[config.mk]
export PLATFORM = sky130hd
export DESIGN_NAME = sdram_refresh_sched
export DESIGN_NICKNAME = d
export VERILOG_FILES = /design/src/rtl/ref_pkg.sv /design/src/rtl/ref_ctrl.sv /design/src/rtl/ref_dpath.sv /design/src/rtl/sdram_refresh_sched.sv
export SDC_FILE = /design/constraint.sdc
export NUM_CORES = 1
export LEC_CHECK = 0
export BUFFER_PORTS_ARGS = -buffer_cell sky130_fd_sc_hd__buf_2
export CAP_MARGIN = 20
export CORE_UTILIZATION = 49
export DETAILED_ROUTE_END_ITERATION = 10
export PLACE_DENSITY = 0.75
export SLEW_MARGIN = 15
export SYNTH_ARGS = -nofsm -noshare
export SYNTH_HDL_FRONTEND = slang
export SYNTH_SLANG_ARGS = --single-unit
export TNS_END_PERCENT = 1
[constraint.sdc]
create_clock -name clk -period 1.69 [get_ports clk]
set_input_delay 0.169 -clock clk [delete_from_list [all_inputs] [get_ports clk]]
set_output_delay 0.169 -clock clk [all_outputs]
set_load 0.05 [all_outputs]
[src/rtl/ref_pkg.sv]
package ref_pkg;

  typedef enum logic [2:0] {
    SQ_IDLE = 3'd0,
    SQ_PRE  = 3'd1,
    SQ_WRP  = 3'd2,
    SQ_REF  = 3'd3,
    SQ_WRF  = 3'd4
  } seqState_t;

  // strobes from the control to the datapath
  typedef struct packed {
    logic startSeq;  // refresh accepted this cycle
    logic seqBusy;   // sequencer is not idle
  } seqStrobe_t;

endpackage

[src/rtl/ref_ctrl.sv]
module ref_ctrl
  import ref_pkg::*;
#(
  parameter int TRFC_W = 4,
  parameter int TRP    = 3
) (
  input  logic              clk,
  input  logic              rstN,
  input  logic              refPending,
  input  logic              hostActive,
  input  logic              hostReq,
  input  logic [TRFC_W-1:0] trfcCfg,
  output seqStrobe_t        strobe,
  output logic              hostWait,
  output logic              cmdPrecharge,
  output logic              cmdRefresh
);

  localparam int TRP_W = $clog2(TRP + 1);
  localparam int SEQ_W = (TRFC_W > TRP_W) ? TRFC_W : TRP_W;
  localparam logic [SEQ_W-1:0] PRE_LOAD = SEQ_W'(TRP - 2);

  seqState_t       seqState;
  logic [SEQ_W-1:0] seqCnt;
  logic             startNow;

  always_comb begin
    startNow        = (seqState == SQ_IDLE) && refPending && !hostActive;
    strobe.startSeq = startNow;
    strobe.seqBusy  = (seqState != SQ_IDLE);
    hostWait        = hostReq && ((seqState != SQ_IDLE) || refPending);
    cmdPrecharge    = (seqState == SQ_PRE);
    cmdRefresh      = (seqState == SQ_REF);
  end

  always_ff @(posedge clk or negedge rstN) begin
    if (!rstN) begin
      seqState <= SQ_IDLE;
      seqCnt   <= '0;
    end else begin
      case (seqState)
        SQ_IDLE: if (startNow) seqState <= SQ_PRE;
        SQ_PRE: begin
          seqCnt   <= PRE_LOAD;
          seqState <= SQ_WRP;
        end
        SQ_WRP: begin
          if (seqCnt == '0) seqState <= SQ_REF;
          else              seqCnt   <= seqCnt - 1'b1;
        end
        SQ_REF: begin
          seqCnt   <= SEQ_W'(trfcCfg);
          seqState <= SQ_WRF;
        end
        SQ_WRF: begin
          if (seqCnt <= SEQ_W'(1)) seqState <= SQ_IDLE;
          else                     seqCnt   <= seqCnt - 1'b1;
        end
        default: seqState <= SQ_IDLE;
      endcase
    end
  end

endmodule

[src/rtl/ref_dpath.sv]
module ref_dpath
  import ref_pkg::*;
#(
  parameter int PERIOD_W = 16
) (
  input  logic                clk,
  input  logic                rstN,
  input  logic [PERIOD_W-1:0] periodCfg,
  input  logic                statusRd,
  input  logic                irqEn,
  input  seqStrobe_t          strobe,
  output logic                refPending,
  output logic [1:0]          statusData,
  output logic                irq
);

  localparam logic [PERIOD_W-1:0] ONE = PERIOD_W'(1);

  logic [PERIOD_W-1:0] tmr;
  logic                timerOn;
  logic                tick;
  logic                missed;
  logic                errFlag;

  always_comb begin
    timerOn    = (periodCfg != '0);
    tick       = timerOn && (tmr == ONE);
    missed     = tick && refPending && !strobe.startSeq;
    statusData = {refPending || strobe.seqBusy, errFlag};
    irq        = errFlag && irqEn;
  end

  always_ff @(posedge clk or negedge rstN) begin
    if (!rstN) begin
      tmr        <= '0;
      refPending <= 1'b0;
      errFlag    <= 1'b0;
    end else begin
      if (!timerOn)                       tmr <= '0;
      else if (tmr == '0 || tmr == ONE)   tmr <= periodCfg;
      else                                tmr <= tmr - 1'b1;
      refPending <= timerOn && (tick || (refPending && !strobe.startSeq));
      errFlag    <= missed || (errFlag && !statusRd);
    end
  end

endmodule

[src/rtl/sdram_refresh_sched.sv]
module sdram_refresh_sched
  import ref_pkg::*;
#(
  parameter int PERIOD_W = 16,
  parameter int TRFC_W   = 4,
  parameter int TRP      = 3
) (
  input  logic                clk,
  input  logic                rstN,
  input  logic [PERIOD_W-1:0] periodCfg,
  input  logic [TRFC_W-1:0]   trfcCfg,
  input  logic                irqEn,
  input  logic                statusRd,
  output logic [1:0]          statusData,
  output logic                irq,
  input  logic                hostReq,
  input  logic                hostActive,
  output logic                hostWait,
  output logic                cmdPrecharge,
  output logic                cmdRefresh
);

  seqStrobe_t strobe;
  logic       refPending;

  ref_ctrl #(.TRFC_W(TRFC_W), .TRP(TRP)) u_ctrl (
    .clk(clk), .rstN(rstN), .refPending(refPending), .hostActive(hostActive),
    .hostReq(hostReq), .trfcCfg(trfcCfg), .strobe(strobe), .hostWait(hostWait),
    .cmdPrecharge(cmdPrecharge), .cmdRefresh(cmdRefresh)
  );

  ref_dpath #(.PERIOD_W(PERIOD_W)) u_dpath (
    .clk(clk), .rstN(rstN), .periodCfg(periodCfg), .statusRd(statusRd),
    .irqEn(irqEn), .strobe(strobe), .refPending(refPending),
    .statusData(statusData), .irq(irq)
  );

endmodule

==> results of run 1 <==
sequential cells by signal, summed over array words and instances (netlist names):
signal,cells
u_dpath.errFlag,1
u_ctrl.seqState,3
u_dpath.refPending,1
u_dpath.tmr,16
u_ctrl.seqCnt,4
cells in the mapped netlist (2+ instances only):
library cell               number  area [um^2]
sky130_fd_sc_hd__nor4_1         4        25.02
sky130_fd_sc_hd__and2_1         2        12.51
sky130_fd_sc_hd__inv_1          7        26.28
sky130_fd_sc_hd__a21oi_1       11        55.05
sky130_fd_sc_hd__o211a_1        5        50.05
sky130_fd_sc_hd__nor3b_1        2        15.01
sky130_fd_sc_hd__nand4_1        4        25.02
sky130_fd_sc_hd__nor3_1         5        25.02
sky130_fd_sc_hd__mux2i_1        3        30.03
sky130_fd_sc_hd__nor4_4         2        42.54
sky130_fd_sc_hd__clkbuf_1       6        22.52
sky130_fd_sc_hd__nand2_1        3        11.26
sky130_fd_sc_hd__o31ai_1       13        97.59
sky130_fd_sc_hd__a211oi_1       2        15.01
sky130_fd_sc_hd__nand2b_1       3        18.77
sky130_fd_sc_hd__a31oi_1        2        12.51
sky130_fd_sc_hd__nor2_1        10        37.54
sky130_fd_sc_hd__xor2_1         9        78.83
sky130_fd_sc_hd__dfrtp_1       25        625.6
sky130_fd_sc_hd__nand4b_1       2        17.52
sky130_fd_sc_hd__nand3_1        4        20.02
sky130_fd_sc_hd__ha_1           6        75.07
sky130_fd_sc_hd__xnor2_1        5        43.79
sky130_fd_sc_hd__o21ai_0        6        30.03
sky130_fd_sc_hd__or3_1          2        12.51
sky130_fd_sc_hd__a22o_1         3        26.28
timing repair:
item | 4_1_cts | 5_1_grt
hold buffers | 2 | 0
endpoints found under the hold margin | 26 | 0
pin swaps | 2 | 1
endpoints found under the setup margin | 7 | 14
gates resized for setup | 9 | 8
worst max-delay path: stages, from the launching register on:
cell and delay, ns:
sky130_fd_sc_hd__dfrtp_1 0.41, sky130_fd_sc_hd__or3_4 0.38, sky130_fd_sc_hd__or2_4 0.23, sky130_fd_sc_hd__and2_4 0.16, sky130_fd_sc_hd__buf_8 0.14
metrics by stage:
stage,instance area [um^2],util (%),power [mW]
2_1_floorplan,1622,-,1.798
3_3_place_gp,1933,62.30,2.109
3_5_place_dp,1933,62.30,2.179
4_1_cts,2014,64.92,2.561
5_1_grt,2051,66.09,2.810
6_report,2051,66.09,2.631
layout make-up:
class | count | area, um^2 | area share (%)
Clock buffer | 3 | 22.52 | 1.098
Clock inverter | 1 | 7.507 | 0.3661
Inverter | 7 | 26.28 | 1.281
Multi-Input combinational cell | 124 | 978.4 | 47.71
Sequential cell | 25 | 625.6 | 30.51
Tap cell | 44 | 55.05 | 2.685
Timing Repair Buffer | 51 | 335.3 | 16.35
worst min path at each step:
stage	from	to	slack, ns	cells after the start
detailed placement	rstN	u_dpath.tmr[7]	0.20	1
global route	periodCfg[4]	u_dpath.tmr[4]	0.07	2
floorplan	rstN	u_ctrl.seqCnt[0]	-0.13	0
global placement	rstN	u_dpath.tmr[7]	0.19	1
finish	periodCfg[4]	u_dpath.tmr[4]	0.09	2
CTS	periodCfg[4]	u_dpath.tmr[4]	0.08	2
cell usage in the layout, fill, tap and decap left out, types with 2 or more instances in the layout:
master	netlist	routed
sky130_fd_sc_hd__buf_4	1	18
sky130_fd_sc_hd__o21ai_0	6	5
sky130_fd_sc_hd__a31oi_1	2	2
sky130_fd_sc_hd__o21ai_1	1	2
sky130_fd_sc_hd__o211a_1	5	5
sky130_fd_sc_hd__o31ai_1	13	11
sky130_fd_sc_hd__o31ai_2	0	2
sky130_fd_sc_hd__clkbuf_4	0	3
sky130_fd_sc_hd__nand4b_1	2	2
sky130_fd_sc_hd__nand2_1	3	3
sky130_fd_sc_hd__nand4_1	4	4
sky130_fd_sc_hd__inv_1	7	7
sky130_fd_sc_hd__or2_4	1	2
sky130_fd_sc_hd__nand3_1	4	4
sky130_fd_sc_hd__nor4_4	2	3
sky130_fd_sc_hd__nor4_1	4	4
sky130_fd_sc_hd__mux2i_1	3	3
sky130_fd_sc_hd__a22o_1	3	3
sky130_fd_sc_hd__xnor2_1	5	5
sky130_fd_sc_hd__nand2b_1	3	3
sky130_fd_sc_hd__dlygate4sd3_1	0	2
sky130_fd_sc_hd__dfrtp_1	25	25
sky130_fd_sc_hd__buf_2	1	29
sky130_fd_sc_hd__ha_1	6	6
sky130_fd_sc_hd__nor2_1	10	9
sky130_fd_sc_hd__a21oi_1	11	10
sky130_fd_sc_hd__nor3_1	5	5
sky130_fd_sc_hd__xor2_1	9	9
metal layers:
layer | GRT usage, % | vias up | wire [um]
met5 | 0 | - | 0
met4 | 6.463 | 0 | 27
met3 | 3.275 | 4 | 154
met2 | 38.52 | 38 | 1831
met1 | 31.53 | 704 | 1731
li1 | - | 710 | -
power groups by stage:
stage,clock [mW],combinational [mW],sequential [mW]
5_1_grt,0.316,1.49,1.00
3_3_place_gp,0,1.14,0.971
4_1_cts,0.295,1.29,0.973
6_report,0.284,1.37,0.980
3_5_place_dp,0,1.20,0.980
2_1_floorplan,0,0.854,0.944
kinds of logic after synthesis:
kind of cell / Yosys count / synth area share (%)
AO/OA/AOI/OAI: 50 / 21.90
AND/OR/NAND/NOR: 50 / 20.12
multiplexers: 4 / 2.554
adder cells (fa/ha/maj): 6 / 4.644
buffers and inverters: 16 / 4.489
XOR/XNOR: 14 / 7.585
flip-flops: 25 / 38.70
==> flow_summary.yaml, run 1 <==
placed_design:
  numPlacedInstances: 249
  port_buffers: 31
  post-dp-hpwl_um: 2765
  detailedPlace.worstSlack_ns: -0.1452
  routabilityCongestion: 0.8671
outcome:
  run_status: "complete, but fails checks"
  violations: "negative setup slack"
clock_network:
  cts_sinks: 25
  cts_setup_buffers: 0
  cts_max_path_bufs: 2
  cts.root.buffer_cell: "sky130_fd_sc_hd__clkbuf_4"
  clkTransAtPathRegs_ns: 0.15
  worst_skew_pair_later_pin_latency_ns: 0.33
  htreeDepth: 1
  tritoncts: "built"
  tritoncts.num_buffers: 3
timing:
  whs_ns: 0.09319
  grt_setup_unrepaired: "true"
  timing.setup.tns_ns: -0.1705
  achievable-frequency_mhz: 549.2
  final_max_slew_viol_count: 0
  hold_viol_final: 0
  maxSlewHeadroom_pct: 61.70
  finalSetupViolCount: 3
  setup_ws_ns: -0.1307
  final_period_minus_worst_setup_slack_ns: 1.821
  max_slew.worst_pin.slew_ns: 0.5745
  min_period_over_period_pct: 107.7
  timing.clock.skew_ns: 0.01113
cells_and_area:
  area_growth_syn_to_layout_pct: 26.86
  stdcell_count: 255
  fill_cell_count: 286
  insertedDiodeCount: 0
  drive_gt1_share_pct: 33.18
  design.final.nets: 244
floorplanning:
  fp.dieArea_um2: 3533
  die_w_um: 59.44
  rows: 20
  initial_utilization_pct: 52.10
  ioPinCount: 32
  core_region_area_um2: 3103
  die_height_um: 59.44
critical_path:
  critical_path.max_fanout: 2
  worst_setup_path_endpoint: "hostWait"
  critical_path.reg2reg.endpoint: "u_ctrl.seqCnt[3]"
  worst_ep_required_time_ns: 1.52
  cp_data_arrival_time_ns: 1.65
  cp-start-kind: "flip-flop"
  worst-setup-path-type: "flip-flop to output port"
  rr_worst_depth: 6
  worst_setup_path_startpoint: "u_ctrl.seqState[1]"
  type_of_destination_of_the_critical_path: "output port"
  worst_r2r_startpoint: "u_ctrl.seqCnt[0]"
  reg2reg_slack_ns: 0
routing:
  drt_first_iter_violations: 47
  detail_route.first_pass.iterations: 4
  wirelength_um: 3744
  wl_per_cell_um: 14.68
  route.antenna.remaining_nets: 0
  avgViaCountPerCell: 5.710
  detailroute.via_count: 1456
  drcViolationCount: 0
pwr:
  seq_power_share_pct: 37.2
  internal_power_mw: 1.526
  leakagePower_nw: 0.8867
  powerDensity_nw_per_um2: 1283
  switching_component_of_the_power_mw: 1.105
  switching_share_pct: 42.00
  power.share.combinational_pct: 52.0
  p_clk_share_pct: 10.8
  max-vdd-ir-drop_mv: 0.6614
synthesis:
  syn_area_um2: 1617
  synth.yosys.seq_area_share_pct: 38.70
  ys.flop_type: "sky130_fd_sc_hd__dfrtp_1"
  ys_warn_count: 0
  synth_net_count: 197
  ys_async_sr_fraction_pct: 100.0
  synth-edff-count: 0
  post_synth.cell_area_avg_um2: 9.797
  synth_cells: 165
  synth_cell_type_count: 45
  synth_seq_cells: 25
grt:
  first_pass_grt_wire_length_um: 6127
  grt_pass1_vias: 1446
  grt_antenna_before_repair: 0
  grtUsageTotal_pct: 23.22
  largest_net_degree_at_the_start_of_global_routing: 26
  gr-total-overflow: 0
run:
  drv_cap: 0
worst_hold_path:
  hold_class: "input pin to flip-flop"
Note: power is estimated with default switching activity, not from simulation.
==> inputs of run 2 (changes only) <==
- CORE_UTILIZATION: 49 -> 50
- PLACE_DENSITY: 0.75 -> 0.73
- clock period: 1.69 -> 2 ns (I/O delays scaled with it)
==> run 2 against run 1 <==
Compared with the run above: the run now ends clean; sequential power fell by 15%; critical path depth did not move; flip-flop and latch count did not move; cell count fell by 2.7%; largest cell class unchanged.
==> flow_summary.yaml, run 2 (synthesis results as in run 1) <==
outcome:
  run_status: "completed"
floorplanning:
  ioPinCount: 32
  die_w_um: 58.86
  core_region_area_um2: 3053
  die_height_um: 58.86
  fp.dieArea_um2: 3465
  initial_utilization_pct: 52.95
  rows: 20
critical_path:
  critical_path.max_fanout: 2
  crit_slowest_cell: "sky130_fd_sc_hd__dfrtp_2"
  cp_data_arrival_time_ns: 1.73
  worstPathCellList: "or3_1 -> or2_2 -> and2_1 -> buf_2"
  cp_top_family: "simple AND/OR/NAND/NOR gates"
  cp-start-kind: "flip-flop"
  worst_ep_required_time_ns: 1.80
  critical_path.n_buffers_inverters: 1
  worst-setup-path-type: "flip-flop to output port"
  max_stage_delay_ns: 0.43
  type_of_destination_of_the_critical_path: "output port"
routing:
  drt_first_iter_violations: 77
  wirelength_um: 3540
  detail_route.first_pass.iterations: 4
  dr_wl_met3_um: 101
  wl_met2_um: 1756
  detailroute.via_count: 1449
  drcViolationCount: 0
  wl_per_cell_um: 14.27
  topRoutingLayerUsed: "met4"
  route.antenna.remaining_nets: 0
  avgViaCountPerCell: 5.843
  drt-met1-wl_um: 1646
placed_design:
  routabilityCongestion: 0.8263
  post-dp-hpwl_um: 2685
  port_buffers: 31
  numPlacedInstances: 241
cells_and_area:
  register_name_with_the_most_flops: "u_dpath.tmr"
  area_growth_syn_to_layout_pct: 18.42
  drive_gt1_share_pct: 27.94
  top_regs: "u_dpath.tmr (16), u_ctrl.seqCnt (4), u_ctrl.seqState (3)"
  layout_commonest_cell: "sky130_fd_sc_hd__buf_2"
  largest_register_ffs: 16
  design.final.nets: 237
  final_core_util_pct: 62.70
  insertedDiodeCount: 0
  stdcell_count: 248
  final_cell_mix: "sky130_fd_sc_hd__buf_2, sky130_fd_sc_hd__dfrtp_1, sky130_fd_sc_hd__o31ai_1, sky130_fd_sc_hd__buf_4, sky130_fd_sc_hd__a21oi_1"
timing:
  final_max_slew_viol_count: 0
  timing.clock.skew_ns: 0.005798
  final_period_minus_worst_setup_slack_ns: 1.927
  achievable-frequency_mhz: 518.8
  grt_setup_unrepaired: "true"
  maxSlewHeadroom_pct: 61.61
  min_period_over_period_pct: 96.37
  hold_viol_final: 0
  max_slew.worst_pin.slew_ns: 0.5758
  finalSetupViolCount: 0
pwr:
  powerDensity_nw_per_um2: 1057
  max-vdd-ir-drop_mv: 0.5754
  leakagePower_nw: 0.8308
run:
  drv_cap: 0
grt:
  gr-total-overflow: 0
  largest_net_degree_at_the_start_of_global_routing: 26
  first_pass_grt_wire_length_um: 5982
  grtUsageTotal_pct: 22.26
  grt_pass1_vias: 1393
  grt_antenna_before_repair: 0
clock_network:
  tritoncts.num_buffers: 3
  tritoncts: "built"
  htreeDepth: 1
  cts.root.buffer_cell: "sky130_fd_sc_hd__clkbuf_4"
  cts_sinks: 25
  worst_skew_pair_later_pin_latency_ns: 0.31
  clkTransAtPathRegs_ns: 0.14
  cts_max_path_bufs: 2
worst_hold_path:
  hold_class: "input pin to flip-flop"
## run 2: cell types whose count changed in the layout (fill, tap and decap cells not counted), moves of 2 or more
cell,previous run,this run
sky130_fd_sc_hd__buf_2,29,31
sky130_fd_sc_hd__buf_4,18,12
sky130_fd_sc_hd__dfrtp_1,25,23
sky130_fd_sc_hd__dfrtp_2,0,2
## run 2: area by class of cell
class / instances / area, um^2
fillers: 278 / 1139
multi-input cells: 124 / 923.4
flip-flops and latches: 25 / 628.1
repair buffers: 44 / 255.2
well taps: 44 / 55.05
clock buffers: 4 / 26.28
inverters: 7 / 26.28
## run 2: path summary, 6_finish.rpt
check | startpoint | to | slack, ns | cells after the start
min in group asynchronous | rstN | u_dpath.tmr[6] | 0.39 | 2
worst max register to register | u_ctrl.seqCnt[0] | u_ctrl.seqCnt[3] | 0.12 | 6
worst min-delay path | statusRd | u_dpath.errFlag | 0.06 | 2
worst min register to register | u_dpath.errFlag | u_dpath.errFlag | 0.56 | 2
worst max-delay path | u_ctrl.seqState[1] | hostWait | 0.07 | 4
max in group asynchronous | rstN | u_ctrl.seqState[1] | 1.19 | 2
## run 2: where the power goes
| part | switching (mW) | internal [mW] | total (mW) |
|---|---|---|---|
| Combinational | 0.527 | 0.438 | 0.965 |
| Sequential | 0.177 | 0.655 | 0.832 |
| Clock | 0.148 | 0.0778 | 0.226 |
## run 2: repair_timing
action | CTS | global route
gates resized for setup | 2 | 1
setup buffers | 1 | 1
hold buffers | 1 | 0
endpoints found under the hold margin | 25 | 0
setup endpoints to repair | 1 | 2
pin swaps | 0 | 0
## run 2: metrics by stage
step            TNS [ns]  instance area (um^2)  hold WS [ns]  total power, mW  setup slack (ns)
3_3_place_gp           0                  1856        0.2210            1.709            0.2334
2_1_floorplan          0                  1617      -0.09559            1.515           0.03386
6_report               0                  1914       0.05719            2.023           0.07258
5_1_grt        -0.001075                  1914       0.04932            2.161         -0.001075
4_1_cts                0                  1902       0.04775            2.006          0.002736
3_5_place_dp           0                  1856        0.2328            1.757            0.1232
## run 2: metal layers
layer | global-route usage (%) | vias to the layer above
li1 | - | 700
met2 | 38.15 | 36
met3 | 2.198 | 6
met1 | 29.65 | 707
met4 | 6.803 | 0
met5 | 0 | -
==> inputs of run 3 (changes only) <==
- CORE_MARGIN: default -> 5
==> run 3 against run 2 <==
Compared with the run above: sequential power about the same; critical path depth stayed put; hold slack lost 0.015 ns; critical endpoint unchanged; largest cell class unchanged; highest routed layer unchanged.
==> flow_summary.yaml, run 3 (synthesis results as in run 1) <==
pwr:
  leakagePower_nw: 0.8228
  max-vdd-ir-drop_mv: 0.5252
  fin_total_pwr_mw: 2.053
  powerDensity_nw_per_um2: 1076
placed_design:
  detailedPlace.worstSlack_ns: 0.1101
  numPlacedInstances: 239
  port_buffers: 31
  post-dp-hpwl_um: 2826
  routabilityCongestion: 0.8449
  placement.cell_area_um2: 1841
routing:
  detail_route.first_pass.iterations: 4
  detailroute.via_count: 1429
  drcViolationCount: 0
  wl_per_cell_um: 14.79
  drt_first_iter_violations: 78
  route.antenna.remaining_nets: 0
  avgViaCountPerCell: 5.809
  wirelength_um: 3639
outcome:
  run_status: "completed"
clock_network:
  cts.root.buffer_cell: "sky130_fd_sc_hd__clkbuf_4"
  tritoncts: "built"
  worst_skew_pair_later_pin_latency_ns: 0.32
  cts_sinks: 25
  htreeDepth: 1
  clkTransAtPathRegs_ns: 0.14
  tritoncts.num_buffers: 3
  cts_max_path_bufs: 2
cells_and_area:
  layout_commonest_cell: "sky130_fd_sc_hd__buf_2"
  insertedDiodeCount: 0
  design.final.nets: 235
  register_name_with_the_most_flops: "u_dpath.tmr"
  final_cell_mix: "sky130_fd_sc_hd__buf_2, sky130_fd_sc_hd__dfrtp_1, sky130_fd_sc_hd__o31ai_1"
  stdcell_count: 246
  area_growth_syn_to_layout_pct: 18.03
  top_regs: "u_dpath.tmr (16), u_ctrl.seqCnt (4), u_ctrl.seqState (3)"
  largest_register_ffs: 16
  drive_gt1_share_pct: 28.22
  design_area_um2: 1908
  final_core_util_pct: 61.99
worst_hold_path:
  hold_class: "input pin to flip-flop"
timing:
  achievable-frequency_mhz: 512.9
  final_period_minus_worst_setup_slack_ns: 1.950
  final_max_slew_viol_count: 0
  max_slew.worst_pin.slew_ns: 0.5582
  timing.clock.skew_ns: 0.002029
  grt_setup_unrepaired: "true"
  maxSlewHeadroom_pct: 62.79
  finalSetupViolCount: 0
  hold_viol_final: 0
  min_period_over_period_pct: 97.48
  setup_ws_ns: 0.05031
floorplanning:
  rows: 20
  die_height_um: 66.86
  core_region_area_um2: 3078
  fp.dieArea_um2: 4470
  initial_utilization_pct: 52.52
  die_w_um: 66.86
  ioPinCount: 32
grt:
  first_pass_grt_wire_length_um: 6230
  grtUsageTotal_pct: 17.98
  grt_antenna_before_repair: 0
  largest_net_degree_at_the_start_of_global_routing: 26
  gr-total-overflow: 0
  grt_pass1_vias: 1422
critical_path:
  worst-setup-path-type: "flip-flop to output port"
  cp-start-kind: "flip-flop"
  type_of_destination_of_the_critical_path: "output port"
  worst_ep_required_time_ns: 1.80
  critical_path.max_fanout: 2
  cp_data_arrival_time_ns: 1.75
run:
  drv_cap: 0
==> run 3: power by group <==
part	switching (mW)	total [mW]	internal, mW
registers	0.178	0.834	0.655
logic	0.541	0.985	0.444
clock network	0.158	0.234	0.0764
total	0.877	2.05	1.18
==> run 3: layout make-up <==
class                   instances  area (um^2)
multi-input cells             124        928.4
clock buffers                   3        22.52
fillers                       265         1170
clock inverters                 1        7.507
inverters                       7        26.28
flip-flops and latches         25        628.1
repair buffers                 42        240.2
well taps                      44        55.05
==> run 3: metal layers <==
metal	up-vias	routed length [um]	GRT usage, %
met1	687	1660	23.34
met2	44	1741	30.45
li1	692	-	-
met5	-	0	0
met4	0	40	4.810
met3	6	197	3.373
==> run 3: critical path, stage by stage (launching register included) <==
cell and delay (ns):
sky130_fd_sc_hd__dfrtp_2 0.43, sky130_fd_sc_hd__or3_1 0.35, sky130_fd_sc_hd__or2_2 0.29, sky130_fd_sc_hd__and2_1 0.16
sky130_fd_sc_hd__buf_2 0.20
==> run 3: path summary, 6_finish.rpt <==
check | cells past startpoint | from | end | slack [ns]
min reg2reg | 2 | u_dpath.errFlag | u_dpath.errFlag | 0.56
max in group asynchronous | 2 | rstN | u_ctrl.seqState[0] | 1.22
min in group asynchronous | 2 | rstN | u_dpath.tmr[6] | 0.38
min | 2 | statusRd | u_dpath.errFlag | 0.04
max | 4 | u_ctrl.seqState[1] | hostWait | 0.05
max reg2reg | 6 | u_ctrl.seqCnt[0] | u_ctrl.seqCnt[3] | 0.17
==> run 3: what timing repair did <==
item,CTS,global route
resized for setup,2,2
pin swaps,0,0
setup buffers,2,0
hold endpoints to repair,25,0
hold buffers,1,0
endpoints found under the setup margin,1,3
==> run 3: per-stage QoR <==
step	setup TNS, ns	hold WS [ns]
after floorplan	0	-0.09559
after global placement	0	0.2213
after detailed placement	0	0.2193
after CTS	0	0.03836
after global routing	-0.007410	0.03076
final	0	0.04248
